--- src/rtl/dcrs_pkg.sv ---
package dcrs_pkg;

  typedef enum logic [2:0] {
    ST_CMD,
    ST_EXT_HI,
    ST_EXT_LO,
    ST_WAIT,
    ST_RES_HI,
    ST_RES_LO,
    ST_BERR
  } seq_state_e;

  typedef enum logic [2:0] {
    RSP_KEEP,
    RSP_NREADY,
    RSP_HI,
    RSP_LO,
    RSP_BERR
  } rsp_load_e;

endpackage

--- src/rtl/dcrs_rst_sync.sv ---
module dcrs_rst_sync #(
  parameter int STAGES = 2
) (
  input  logic clk,
  input  logic arst_n,
  output logic srst_n
);

  logic [STAGES-1:0] sync_q;

  generate
    if (STAGES == 1) begin : g_one
      always_ff @(posedge clk or negedge arst_n) begin
        if (!arst_n) sync_q <= '0;
        else         sync_q <= 1'b1;
      end
    end else begin : g_chain
      always_ff @(posedge clk or negedge arst_n) begin
        if (!arst_n) sync_q <= '0;
        else         sync_q <= {sync_q[STAGES-2:0], 1'b1};
      end
    end
  endgenerate

  assign srst_n = sync_q[STAGES-1];

endmodule

--- src/rtl/dcrs_seq_fsm.sv ---
module dcrs_seq_fsm
  import dcrs_pkg::*;
#(
  parameter int              WORD_W   = 16,
  parameter logic [WORD_W-1:0] CMD_CODE = 16'h2980
) (
  input  logic              clk,
  input  logic              rst_n,
  input  logic              xfer,
  input  logic [WORD_W-1:0] wdata,
  input  logic              acc_done,
  input  logic              acc_fail,
  output logic              cap_hi,
  output logic              cap_lo,
  output logic              launch,
  output rsp_load_e         rsp_load
);

  seq_state_e state_q, state_d;
  logic       is_cmd;

  assign is_cmd = (wdata == CMD_CODE);

  // next-state and control decode
  always_comb begin
    state_d  = state_q;
    cap_hi   = 1'b0;
    cap_lo   = 1'b0;
    launch   = 1'b0;
    rsp_load = RSP_KEEP;
    case (state_q)
      ST_CMD: begin
        if (xfer) begin
          rsp_load = RSP_NREADY;
          if (is_cmd) state_d = ST_EXT_HI;
        end
      end
      ST_EXT_HI: begin
        if (xfer) begin
          cap_hi   = 1'b1;
          rsp_load = RSP_NREADY;
          state_d  = ST_EXT_LO;
        end
      end
      ST_EXT_LO: begin
        if (xfer) begin
          cap_lo   = 1'b1;
          launch   = 1'b1;
          rsp_load = RSP_NREADY;
          state_d  = ST_WAIT;
        end
      end
      ST_WAIT: begin
        if (acc_fail) begin
          rsp_load = RSP_BERR;
          state_d  = ST_BERR;
        end else if (acc_done) begin
          rsp_load = RSP_HI;
          state_d  = ST_RES_HI;
        end
      end
      ST_RES_HI: begin
        if (xfer) begin
          rsp_load = RSP_LO;
          state_d  = ST_RES_LO;
        end
      end
      ST_RES_LO, ST_BERR: begin
        if (xfer) begin
          rsp_load = RSP_NREADY;
          state_d  = is_cmd ? ST_EXT_HI : ST_CMD;
        end
      end
      default: state_d = ST_CMD;
    endcase
  end

  // state register
  always_ff @(posedge clk or negedge rst_n) begin
    if (!rst_n) state_q <= ST_CMD;
    else        state_q <= state_d;
  end

  AST_CMD_GATE: assert property (@(posedge clk) disable iff (!rst_n)
    (state_q == ST_CMD && xfer && wdata != CMD_CODE) |=> (state_q == ST_CMD));

  AST_WAIT_NO_OPERAND: assert property (@(posedge clk) disable iff (!rst_n)
    (state_q == ST_WAIT) |-> (!cap_hi && !cap_lo && !launch));

endmodule

--- src/rtl/dcrs_addr_cap.sv ---
module dcrs_addr_cap #(
  parameter int WORD_W = 16,
  localparam int ADDR_W = 2 * WORD_W
) (
  input  logic              clk,
  input  logic              rst_n,
  input  logic              cap_hi,
  input  logic              cap_lo,
  input  logic [WORD_W-1:0] wdata,
  output logic [ADDR_W-1:0] addr
);

  logic [WORD_W-1:0] hi_q, lo_q;

  always_ff @(posedge clk or negedge rst_n) begin
    if (!rst_n)      hi_q <= '0;
    else if (cap_hi) hi_q <= wdata;
  end

  always_ff @(posedge clk or negedge rst_n) begin
    if (!rst_n)      lo_q <= '0;
    else if (cap_lo) lo_q <= wdata;
  end

  assign addr = {hi_q, lo_q};

  AST_CAP_EXCLUSIVE: assert property (@(posedge clk) disable iff (!rst_n)
    !(cap_hi && cap_lo));

endmodule

--- src/rtl/dcrs_bus_acc.sv ---
module dcrs_bus_acc #(
  parameter int WORD_W = 16
) (
  input  logic              clk,
  input  logic              rst_n,
  input  logic              launch,
  input  logic              creg_ack,
  input  logic              creg_err,
  input  logic [WORD_W-1:0] rdata_lo,
  output logic              creg_req,
  output logic              acc_done,
  output logic              acc_fail,
  output logic [WORD_W-1:0] lo_word
);

  logic              req_q, req_d;
  logic [WORD_W-1:0] lo_q;

  // error takes priority over a simultaneous acknowledge
  assign acc_fail = req_q & creg_err;
  assign acc_done = req_q & creg_ack & ~creg_err;

  always_comb begin
    req_d = req_q;
    if (launch)                   req_d = 1'b1;
    else if (acc_done || acc_fail) req_d = 1'b0;
  end

  always_ff @(posedge clk or negedge rst_n) begin
    if (!rst_n) req_q <= 1'b0;
    else        req_q <= req_d;
  end

  always_ff @(posedge clk or negedge rst_n) begin
    if (!rst_n)        lo_q <= '0;
    else if (acc_done) lo_q <= rdata_lo;
  end

  assign creg_req = req_q;
  assign lo_word  = lo_q;

  AST_REQ_HOLD: assert property (@(posedge clk) disable iff (!rst_n)
    (req_q && !creg_ack && !creg_err) |=> req_q);

  AST_REQ_DROP: assert property (@(posedge clk) disable iff (!rst_n)
    (req_q && (creg_ack || creg_err)) |=> !req_q);

  AST_NO_RELAUNCH: assert property (@(posedge clk) disable iff (!rst_n)
    launch |-> !req_q);

endmodule

--- src/rtl/dcrs_rsp_gen.sv ---
module dcrs_rsp_gen
  import dcrs_pkg::*;
#(
  parameter int WORD_W = 16
) (
  input  logic              clk,
  input  logic              rst_n,
  input  rsp_load_e         rsp_load,
  input  logic [WORD_W-1:0] hi_word,
  input  logic [WORD_W-1:0] lo_word,
  output logic [WORD_W-1:0] rsp_data,
  output logic              rsp_stat
);

  localparam logic [WORD_W-1:0] NREADY_CODE = '0;
  localparam logic [WORD_W-1:0] BERR_CODE   = WORD_W'(1);

  logic [WORD_W-1:0] data_q, data_d;
  logic              stat_q, stat_d;
  logic              load_en;

  assign load_en = (rsp_load != RSP_KEEP);

  always_comb begin
    data_d = NREADY_CODE;
    stat_d = 1'b1;
    case (rsp_load)
      RSP_HI:   begin data_d = hi_word;   stat_d = 1'b0; end
      RSP_LO:   begin data_d = lo_word;   stat_d = 1'b0; end
      RSP_BERR: begin data_d = BERR_CODE; stat_d = 1'b1; end
      default:  begin data_d = NREADY_CODE; stat_d = 1'b1; end
    endcase
  end

  always_ff @(posedge clk or negedge rst_n) begin
    if (!rst_n) begin
      data_q <= NREADY_CODE;
      stat_q <= 1'b1;
    end else if (load_en) begin
      data_q <= data_d;
      stat_q <= stat_d;
    end
  end

  assign rsp_data = data_q;
  assign rsp_stat = stat_q;

  AST_FLAG_CODES: assert property (@(posedge clk) disable iff (!rst_n)
    stat_q |-> (data_q[WORD_W-1:1] == '0));

  AST_LO_AFTER_HI: assert property (@(posedge clk) disable iff (!rst_n)
    (rsp_load == RSP_LO) |-> !stat_q);

endmodule

--- src/rtl/dcr_read_seq.sv ---
module dcr_read_seq
  import dcrs_pkg::*;
#(
  parameter int                WORD_W      = 16,
  parameter logic [WORD_W-1:0] CMD_CODE    = 16'h2980,
  parameter int                SYNC_STAGES = 2,
  localparam int               DATA_W      = 2 * WORD_W
) (
  input  logic              clk,
  input  logic              rst_n,
  input  logic              host_xfer,
  input  logic [WORD_W-1:0] host_wdata,
  output logic [WORD_W-1:0] host_rdata,
  output logic              host_rstat,
  output logic              creg_req,
  output logic [DATA_W-1:0] creg_addr,
  input  logic              creg_ack,
  input  logic              creg_err,
  input  logic [DATA_W-1:0] creg_rdata
);

  logic              srst_n;
  logic              cap_hi, cap_lo, launch;
  logic              acc_done, acc_fail;
  logic [WORD_W-1:0] lo_word;
  rsp_load_e         rsp_load;

  dcrs_rst_sync #(.STAGES(SYNC_STAGES)) u_rst (
    .clk    (clk),
    .arst_n (rst_n),
    .srst_n (srst_n)
  );

  dcrs_seq_fsm #(.WORD_W(WORD_W), .CMD_CODE(CMD_CODE)) u_fsm (
    .clk      (clk),
    .rst_n    (srst_n),
    .xfer     (host_xfer),
    .wdata    (host_wdata),
    .acc_done (acc_done),
    .acc_fail (acc_fail),
    .cap_hi   (cap_hi),
    .cap_lo   (cap_lo),
    .launch   (launch),
    .rsp_load (rsp_load)
  );

  dcrs_addr_cap #(.WORD_W(WORD_W)) u_addr (
    .clk    (clk),
    .rst_n  (srst_n),
    .cap_hi (cap_hi),
    .cap_lo (cap_lo),
    .wdata  (host_wdata),
    .addr   (creg_addr)
  );

  dcrs_bus_acc #(.WORD_W(WORD_W)) u_acc (
    .clk      (clk),
    .rst_n    (srst_n),
    .launch   (launch),
    .creg_ack (creg_ack),
    .creg_err (creg_err),
    .rdata_lo (creg_rdata[WORD_W-1:0]),
    .creg_req (creg_req),
    .acc_done (acc_done),
    .acc_fail (acc_fail),
    .lo_word  (lo_word)
  );

  dcrs_rsp_gen #(.WORD_W(WORD_W)) u_rsp (
    .clk      (clk),
    .rst_n    (srst_n),
    .rsp_load (rsp_load),
    .hi_word  (creg_rdata[DATA_W-1:WORD_W]),
    .lo_word  (lo_word),
    .rsp_data (host_rdata),
    .rsp_stat (host_rstat)
  );

  AST_NR_WHILE_PENDING: assert property (@(posedge clk) disable iff (!srst_n)
    (creg_req && host_xfer) |-> (host_rstat && host_rdata == '0));

  AST_ADDR_STABLE: assert property (@(posedge clk) disable iff (!srst_n)
    (creg_req && !creg_ack && !creg_err) |=> $stable(creg_addr));

  AST_REQ_FROM_HOST: assert property (@(posedge clk) disable iff (!srst_n)
    $rose(creg_req) |-> $past(host_xfer));

endmodule

--- config.mk ---
export PLATFORM = sky130hd
export DESIGN_NAME = dcr_read_seq
export DESIGN_NICKNAME = d
export VERILOG_FILES = /design/src/rtl/dcrs_pkg.sv /design/src/rtl/dcrs_rst_sync.sv /design/src/rtl/dcrs_seq_fsm.sv /design/src/rtl/dcrs_addr_cap.sv /design/src/rtl/dcrs_bus_acc.sv /design/src/rtl/dcrs_rsp_gen.sv /design/src/rtl/dcr_read_seq.sv
export SDC_FILE = /design/constraint.sdc
export NUM_CORES = 1
export LEC_CHECK = 0
export ABC_AREA = 1
export BUFFER_PORTS_ARGS = -buffer_cell sky130_fd_sc_hd__buf_2
export CAP_MARGIN = 0
export CORE_ASPECT_RATIO = 0.5
export CORE_MARGIN = 2
export CORE_UTILIZATION = 50
export DETAILED_ROUTE_END_ITERATION = 10
export PLACE_DENSITY_LB_ADDON = 0.08
export SETUP_SLACK_MARGIN = 0.02
export SLEW_MARGIN = 30
export SYNTH_ARGS = -nofsm -noshare
export SYNTH_HDL_FRONTEND = slang
export SYNTH_SLANG_ARGS = --single-unit
export TNS_END_PERCENT = 10
--- constraint.sdc ---
create_clock -name clk -period 3.05 [get_ports clk]
set_clock_uncertainty 0.2 [all_clocks]
set_input_delay 0.1525 -clock clk [delete_from_list [all_inputs] [get_ports clk]]
set_output_delay 0.1525 -clock clk [all_outputs]
set_load 0.03 [all_outputs]
==> impl_metrics.py <==
metrics = {
    "run_status": {
        "outcome": "complete, no violations",
    },
    "power": {
        "p_seq_share_pct": 37.3,
        "switching_share_pct": 41.2,
        "switchingPower_mw": 1.70,
        "power.internal_mw": 2.43,
        "power_leakage_nw": 2.37,
        "p_per_area_mw_per_mm2": 931,
        "power_frac_comb_pct": 39.0,
        "power_mw": 4.13,
        "peakVddDrop_uv": 663,
        "pwr-share-clk_pct": 23.7,
    },
    "synth": {
        "synth_ff_type": "dfrtp_1",
        "synth-edff-count": 0,
        "ys_top_cells_by_area": "dfrtp_1 57%, nand2_1 12%, o21ai_0 8.5%, inv_1 6.8%, nand3_1 3.4%",
        "yosysWarnings": 0,
        "syn_inst": 355,
        "synth-seq-cells": 71,
        "synthesis.area_sq_mm": 0.00307,
        "synth_top_area_share_pct": 57.0,
        "ys_seq_area_share_pct": 57.8,
        "syn-num-nets": 408,
        "synth_commonest_cells": "96 x nand2_1, 70 x dfrtp_1, 56 x inv_1",
        "ys_types": 25,
        "syn_area_per_cell_sq_um": 8.66,
        "synthArstFlopShare_pct": 100,
        "synth_area_leader_cell": "dfrtp_1",
        "post-synth-top-count-cell": "nand2_1",
    },
    "finish": {
        "multi_input_area_sq_um": 1000,
        "fin_cells": 590,
        "drive_gt1_share_pct": 25.9,
        "regArea_sq_mm": 0.00178,
        "antenna_cells": 0,
        "nNetsFinal": 562,
        "nFillCells": 463,
        "postLayoutCoreUtil_pct": 73.8,
        "areaGrowthSynthToFinish_pct": 44.2,
    },
    "routing": {
        "dr.pass1.iters": 4,
        "drc": 0,
        "wl_per_cell_um": 12.6,
        "vias": 2758,
        "drt_wl_total_um": 7440,
        "dr.first_iter.drc_count": 138,
        "avgViaCountPerCell": 4.67,
        "ant_nets": 0,
    },
    "hold_path": {
        "hold_class": "in2reg",
        "min-delay-start": "host_xfer",
        "min_path_cells": 4,
    },
    "clock_network": {
        "cts_buffer_depth": 2,
        "htree_levels": 3,
        "cts_sinks": 71,
        "cts.root.buffer_cell": "clkbuf_16",
        "cts_made_buffers": 9,
        "tritoncts": "built",
        "path_clk_slew_ps": 50,
        "clock_latency_ps": 330,
        "post_cts_resized": 0,
    },
    "die": {
        "die-area_sq_mm": 0.00683,
        "rows": 20,
        "die_h_um": 59.4,
        "start_util_pct": 51.2,
        "io_pins": 103,
        "coreArea_sq_mm": 0.00601,
        "die_w_um": 115,
    },
    "placed_design": {
        "dp_hpwl_um": 4810,
        "dp_cells": 524,
        "gp_congestion": 0.789,
        "place_ws_ps": 929,
        "port_buffers": 102,
    },
    "critical_path": {
        "startpoint": "creg_ack",
        "cp-start-kind": "primary input",
        "required_ps": 3070,
        "crit-reg2reg-launch": "u_acc.creg_req$_DFFE_PN0P_",
        "crit_path_end_kind": "register",
        "rr_worst_depth": 7,
        "r2r_slack_ps": 920,
        "worstPathArrival_ps": 2180,
        "path_class": "in2reg",
        "cp_max_fo": 33,
    },
    "sta": {
        "period_minus_slack_ps": 2160,
        "fin_ws_ps": 887,
        "worstMarginPinSlew_ps": 767,
        "max_slew_margin_pct": 48.9,
        "clock.fmax_mhz": 462,
        "hold_viol": 0,
        "setup_tns_ps": 0,
        "fin_crit_sh_pct": 70.9,
        "rsz0062_at_grt": "false",
        "slew_violations": 0,
        "setup_viol": 0,
    },
    "global_routing": {
        "grt_overflow": 0,
        "grt_pass1_vias": 2659,
        "grtUsageTotal_pct": 23.9,
        "grt_pass1_wl_um": 12200,
        "grt_max_degree": 36,
        "antenna_found_initial": 0,
    },
    "flow_run": {
        "max_cap_viol_count": 0,
    },
}
## cell families (layout without fill, tap and decap cells)
logic type | count (synthesis) | count (layout) | synth area share, %
AND/OR/NAND/NOR | 138 | 138 | 19.6
AO/OA/AOI/OAI | 73 | 73 | 12.8
buffers and inverters | 72 | 230 | 9.65
flip-flops | 71 | 71 | 57.8
other | 1 | 1 | 0.122
## power groups by stage
stage               sequential (mW)  clock (mW)  combinational (mW)
floorplan                      2.04           0               0.607
global placement               1.53           0                1.52
detailed placement             1.55           0                1.57
CTS                            1.54       0.996                1.62
global route                   1.59        1.03                1.78
finish                         1.54       0.977                1.61
## flip-flops by register name, indices dropped and copies added, names as in the netlist
signal and flops:
u_fsm.state_q 3, u_addr.hi_q 16, u_acc.creg_req 1, u_addr.lo_q 16, u_rst.sync_q 2, u_rsp.rsp_stat 1, u_acc.lo_word 16, u_rsp.rsp_data 16
## area by class of cell
cell class	instances	area share, %
inverter	59	5.05
multi-input combinational	212	22.6
sequential	71	40.1
clock buffer	15	6.27
timing repair buffer	156	23.8
tap	77	2.17
## path summary, 6_finish.rpt
kind                                                   to
setup / recovery           u_rsp.rsp_data[10]$_DFFE_PN0P_
hold / removal               u_fsm.state_q[2]$_DFFE_PN0P_
setup reg to reg           u_rsp.rsp_data[10]$_DFFE_PN0P_
hold reg to reg             u_acc.lo_word[13]$_DFFE_PN0N_
max in group asynchronous      u_acc.creg_req$_DFFE_PN0P_
min in group asynchronous   u_acc.lo_word[13]$_DFFE_PN0N_
## worst max-delay path, stage by stage
cell           delay (ps)
dlygate4sd3_1         520
buf_2                 100
nand2_2                70
nor2_4                470
inv_1                 270
o21ai_2               240
o21ai_4               180
nand3_1               120
nand2_1                60
## metal layers
layer | GRT usage [%] | part of all wire, %
met1 | 28.1 | 44
met2 | 41.7 | 49
met5 | 0 | 0
met4 | 7.23 | 1.2
met3 | 8.90 | 6.1
## metrics by stage
| stage | instance area [sq um] | hold slack (ps) |
|---|---|---|
| floorplan | 3070 | -343 |
| global placement | 3640 | -263 |
| detailed placement | 3640 | -260 |
| CTS | 4430 | 16.0 |
| global route | 4430 | 45.2 |
| finish | 4430 | 23.2 |
## cells in the final DEF (no fill, tap or decap), types with 3 or more instances in the layout
cell           count
clkbuf_8           3
o21ai_0           52
dlygate4sd3_1     51
buf_2            102
dfrtp_1           69
nand3_1           21
inv_1             56
nor2_4             3
o21ai_1           16
nand2_1           96
clkbuf_1           3
nor2_1            13
clkbuf_16          9
## repair_timing
item | in CTS | in global routing
hold endpoints to repair | 67 | 0
buffers inserted | 0 | 0
hold buffers | 51 | 0
No activity file was read; power rests on OpenSTA's default activity.
